==> config.mk <==
export PLATFORM = sky130hd
export DESIGN_NAME = useq_top
export DESIGN_NICKNAME = d
export VERILOG_FILES = /design/src/rtl/useq_pkg.sv /design/src/rtl/useq_store.sv /design/src/rtl/useq_next.sv /design/src/rtl/useq_buf.sv /design/src/rtl/useq_top.sv
export SDC_FILE = /design/constraint.sdc
export NUM_CORES = 1
export LEC_CHECK = 0
export ABC_AREA = 1
export BUFFER_PORTS_ARGS = -buffer_cell sky130_fd_sc_hd__buf_2
export CAP_MARGIN = 30
export CORE_AREA = 2 2 39 41
export CTS_CLUSTER_DIAMETER = 100
export DETAILED_ROUTE_END_ITERATION = 8
export DIE_AREA = 0 0 41 43
export SLEW_MARGIN = 40
export SYNTH_ARGS = -nofsm -noshare
export SYNTH_HDL_FRONTEND = slang
export SYNTH_SLANG_ARGS = --single-unit
==> constraint.sdc <==
create_clock -name clk -period 1.1 [get_ports clk]
set_input_delay 0 -clock clk [delete_from_list [all_inputs] [get_ports clk]]
set_output_delay 0 -clock clk [all_outputs]
set_load 0.02 [all_outputs]
==> src/rtl/useq_pkg.sv <==
package useq_pkg;

  localparam int CTL_W     = 10;
  localparam int FETCH_LEN = 3;

  typedef logic [CTL_W-1:0] ctl_word_t;

  // Bit positions of each control line inside a stored word.
  localparam int B_PC_B1   = 9;
  localparam int B_ONE_B2  = 8;
  localparam int B_MBR_B2  = 7;
  localparam int B_PASS1   = 6;
  localparam int B_ADD     = 5;
  localparam int B_PASS2   = 4;
  localparam int B_LD_PC   = 3;
  localparam int B_LD_IR   = 2;
  localparam int B_LD_MAR  = 1;
  localparam int B_READ    = 0;

  // Builds the fetch microprogram from the bit table above.
  function automatic ctl_word_t fetch_word(input int idx);
    ctl_word_t w;
    w = '0;
    case (idx)
      0: begin
        w[B_PC_B1]  = 1'b1;
        w[B_PASS1]  = 1'b1;
        w[B_LD_MAR] = 1'b1;
        w[B_READ]   = 1'b1;
      end
      1: begin
        w[B_PC_B1]  = 1'b1;
        w[B_ONE_B2] = 1'b1;
        w[B_ADD]    = 1'b1;
        w[B_LD_PC]  = 1'b1;
      end
      2: begin
        w[B_MBR_B2] = 1'b1;
        w[B_PASS2]  = 1'b1;
        w[B_LD_IR]  = 1'b1;
      end
      default: w = '0;
    endcase
    return w;
  endfunction

endpackage

==> src/rtl/useq_store.sv <==
module useq_store
  import useq_pkg::*;
#(
  parameter int AW    = 2,
  parameter int WORDS = 3
) (
  input  logic [AW-1:0] addr,
  output ctl_word_t     word
);

  localparam int DEPTH = 1 << AW;

  ctl_word_t rom [DEPTH];

  for (genvar i = 0; i < DEPTH; i++) begin : g_fill
    if (i < WORDS) begin : g_used
      assign rom[i] = fetch_word(i);
    end else begin : g_spare
      assign rom[i] = '0;
    end
  end

  assign word = rom[addr];

endmodule

==> src/rtl/useq_next.sv <==
module useq_next #(
  parameter int AW    = 2,
  parameter int WORDS = 3
) (
  input  logic          clk,
  input  logic          rst,
  input  logic          start,
  input  logic          stall,
  output logic [AW-1:0] uaddr,
  output logic          fill
);

  localparam logic [AW-1:0] LAST = AW'(WORDS - 1);

  logic at_head;

  assign at_head = (uaddr == '0);
  assign fill    = !at_head || start;

  always_ff @(posedge clk) begin
    if (rst) begin
      uaddr <= '0;
    end else if (!stall && fill) begin
      uaddr <= (uaddr == LAST) ? '0 : uaddr + AW'(1);
    end
  end

endmodule

==> src/rtl/useq_buf.sv <==
module useq_buf
  import useq_pkg::*;
(
  input  logic      clk,
  input  logic      rst,
  input  logic      hold,
  input  logic      fill,
  input  ctl_word_t word_in,
  output ctl_word_t word_q
);

  always_ff @(posedge clk) begin
    if (rst) begin
      word_q <= '0;
    end else if (!hold) begin
      word_q <= fill ? word_in : '0;
    end
  end

endmodule

==> src/rtl/useq_top.sv <==
module useq_top
  import useq_pkg::*;
#(
  parameter int WORDS = FETCH_LEN
) (
  input  logic clk,
  input  logic rst,
  input  logic start,
  input  logic mem_ready,
  output logic pc_to_b1,
  output logic one_to_b2,
  output logic mbr_to_b2,
  output logic alu_pass1,
  output logic alu_add,
  output logic alu_pass2,
  output logic b3_to_pc,
  output logic b3_to_ir,
  output logic b3_to_mar,
  output logic mem_read
);

  localparam int AW = (WORDS > 2) ? $clog2(WORDS) : 1;

  logic [AW-1:0] uaddr;
  logic          fill;
  logic          stall;
  ctl_word_t     rom_word;
  ctl_word_t     ubuf_q;

  assign stall = ubuf_q[B_READ] && !mem_ready;

  useq_next #(.AW(AW), .WORDS(WORDS)) u_next (
    .clk   (clk),
    .rst   (rst),
    .start (start),
    .stall (stall),
    .uaddr (uaddr),
    .fill  (fill)
  );

  useq_store #(.AW(AW), .WORDS(WORDS)) u_store (
    .addr (uaddr),
    .word (rom_word)
  );

  useq_buf u_buf (
    .clk     (clk),
    .rst     (rst),
    .hold    (stall),
    .fill    (fill),
    .word_in (rom_word),
    .word_q  (ubuf_q)
  );

  assign pc_to_b1  = ubuf_q[B_PC_B1];
  assign one_to_b2 = ubuf_q[B_ONE_B2];
  assign mbr_to_b2 = ubuf_q[B_MBR_B2];
  assign alu_pass1 = ubuf_q[B_PASS1];
  assign alu_add   = ubuf_q[B_ADD];
  assign alu_pass2 = ubuf_q[B_PASS2];
  assign b3_to_pc  = ubuf_q[B_LD_PC];
  assign b3_to_ir  = ubuf_q[B_LD_IR];
  assign b3_to_mar = ubuf_q[B_LD_MAR];
  assign mem_read  = ubuf_q[B_READ];

endmodule

==> metrics.log <==
INFO  metric overall_die_area = 1760 um2
INFO  metric cts_bufs_inserted = 3
INFO  metric die_width = 41 um
INFO  metric yosys_register_bits = 6
INFO  metric hold_class = in2reg
INFO  metric power.total = 0.000550 W
INFO  metric layout.cells.most_common_list = sky130_fd_sc_hd__buf_2 (13), sky130_fd_sc_hd__nand2_1 (7), sky130_fd_sc_hd__dfxtp_1 (6)
INFO  metric setup-violations-final = 0
INFO  metric number_of_cell_rows = 14
INFO  metric critical_path.n_buffers_inverters = 1
INFO  metric arrival = 0.82 ns
INFO  metric timing.critical_path.fanout_max = 4
INFO  metric gp_congestion = 0.743
INFO  metric commonest_non_fill_non_tap_cell_in_the_layout = sky130_fd_sc_hd__buf_2
INFO  metric cts_tree = built
INFO  metric firstDrtPassIters = 1
INFO  metric maxCapViolCount = 0
INFO  metric ys.warnings.count = 0
INFO  metric syn_to_final_growth = 26.1%
INFO  metric first_global_vias = 217
INFO  metric tightest_slew = 0.154 ns
INFO  metric drt.antenna.violating_nets = 0
INFO  metric diode_count = 0
INFO  metric grt_antenna_before_repair = 0
INFO  metric worst_setup_sp_type = register
INFO  metric netlist_instances = 37
INFO  metric timing.critical_path.required = 1.10 ns
INFO  metric netlist-cell-type-count = 10
INFO  metric peakVddDrop = 0.000372 V
INFO  metric final_layout_size_suffix_gt1_frac = 0.417
INFO  metric mapped_area = 278 um2
INFO  metric syn-mean-instance-area = 7.51 um2
INFO  metric synthesis.nets = 41
INFO  metric cts_buffer_depth = 2
INFO  metric fin_skew = 0.000850 ns
INFO  metric critPathMaxStageDelay = 0.38 ns
INFO  metric boundaryPins = 14
INFO  metric cts_root_buf = sky130_fd_sc_hd__clkbuf_4
INFO  metric critical-path-top-delay-family = flip-flops
INFO  metric gr-usage-all-layers = 0.0694
INFO  metric outcome = complete, no violations
INFO  metric dr_total_vias = 242
INFO  metric grt_overflow_total = 0
INFO  metric ctsHtreeMaxLevel = 1
INFO  metric final_net_count = 54
INFO  metric cellPowerDensity = 1570 nW/um2
INFO  metric post_drt_wl_per_cell = 7.61 um
INFO  metric totalNegativeSetupSlack = 0 ns
INFO  metric crit_type = reg2out
INFO  metric clock_transition_at_the_registers_of_the_reported_paths = 0.05 ns
INFO  metric number_of_drc_violations_after_detailed_routing_iteration_0 = 0
INFO  metric critical_path.endpoint_type = output pin
INFO  metric die_h = 43 um
INFO  metric insertion_delay = 0.24 ns
INFO  metric period_needed = 0.818 ns
INFO  metric cts.sinks = 6
INFO  metric post_cts.repair.setup_buffers = 0
INFO  metric io_buffer_count = 13
INFO  metric place.detailed.hpwl = 389 um
INFO  metric detail_route.wirelength = 487 um
INFO  metric initial_utilization = 0.201
INFO  metric grt_first_pass_wirelength = 738 um
INFO  metric slew_violations = 0
INFO  metric layout_worst_path_cycle_share = 0.743
INFO  metric highest_clock_rate = 1.22 GHz
INFO  metric timing.final.hold_violations = 0
INFO  metric detail_route.vias_per_cell = 3.78
INFO  metric p_leak = 0.203 nW
INFO  metric grt_max_degree = 7
INFO  metric coreArea = 1380 um2
INFO  metric drc_errors = 0
INFO  metric crit_path_top_delay_cell = sky130_fd_sc_hd__dfxtp_1
INFO  metric yosysSeqAreaShare = 0.432
INFO  metric worst_slew_margin_rel = 0.897
INFO  metric rsz_0062_raised_after_global_routing = no
INFO  metric timing.critical_path.cells = buf_2
==> sequential cells by signal, indices dropped and copies added, names as in the netlist <==
name	count
u_buf.word_q	4
u_next.uaddr	2
==> worst min-delay path: stages <==
cell and delay [ns]:
sky130_fd_sc_hd__buf_2 0.09, sky130_fd_sc_hd__nand3_1 0.07, sky130_fd_sc_hd__nand2_1 0.06, sky130_fd_sc_hd__nand2_1 0.06, sky130_fd_sc_hd__inv_1 0.04
==> power by group <==
group          internal [W]  total (W)  switching, W
Combinational     0.0000358  0.0000993     0.0000635
Clock              0.000124   0.000204     0.0000806
Sequential         0.000234   0.000246     0.0000124
==> cells in the mapped netlist <==
cell type | instances | area (um2)
sky130_fd_sc_hd__inv_2 | 2 | 7.51
sky130_fd_sc_hd__dfxtp_1 | 6 | 120
sky130_fd_sc_hd__buf_4 | 6 | 45.0
sky130_fd_sc_hd__clkinv_2 | 1 | 5.00
sky130_fd_sc_hd__nand3_1 | 4 | 20.0
sky130_fd_sc_hd__a21oi_1 | 4 | 20.0
sky130_fd_sc_hd__nor2_1 | 2 | 7.51
sky130_fd_sc_hd__inv_1 | 4 | 15.0
sky130_fd_sc_hd__nand2_1 | 7 | 26.3
sky130_fd_sc_hd__nand2_4 | 1 | 11.3
==> per-layer routing <==
metal,GRT usage,vias to the layer above,part of all wire
met1,0.0680,104,0.40
met2,0.0844,9,0.50
met5,0,-,0
li1,-,129,-
met4,0.0800,0,0
met3,0.0471,0,0.094
==> kinds of logic after synthesis <==
| family | after synthesis | share of synthesized area |
|---|---|---|
| buf+inv | 13 | 0.261 |
| compound gates | 4 | 0.0721 |
| simple gates | 14 | 0.234 |
| flops | 6 | 0.432 |
==> final timing paths <==
kind                                      start         endpoint  slack (ns)  cells after the start
worst max register to register  u_buf.word_q[6]  u_buf.word_q[9]        0.31                      4
worst min-delay path                      start  u_buf.word_q[6]        0.11                      5
worst max-delay path            u_buf.word_q[6]        b3_to_mar        0.28                      1
worst min register to register  u_buf.word_q[9]  u_buf.word_q[9]        0.47                      2
==> final cells by class <==
type,instances,area (um2)
fillers,166,1030
multi-input cells,18,85.1
clock buffers,3,22.5
flip-flops and latches,6,120
repair buffers,14,75.1
inverters,7,27.5
well taps,16,20.0
==> what timing repair did <==
action	4_1_cts	5_1_grt
endpoints found under the setup margin	0	0
hold buffers	1	0
gates resized for setup	0	0
endpoints found under the hold margin	4	0
==> per-stage QoR <==
stage          instance area, um2  setup slack [ns]  instances  utilization  hold slack (ns)
2_1_floorplan                 278             0.204         37            -           0.0691
3_3_place_gp                  318             0.326         60        0.230            0.229
3_5_place_dp                  318             0.316         60        0.230            0.236
4_1_cts                       350             0.268         64        0.253            0.107
5_1_grt                       350             0.227         64        0.253            0.132
6_report                      350             0.282         64        0.253            0.108
Power figures use the tool's default switching activity.
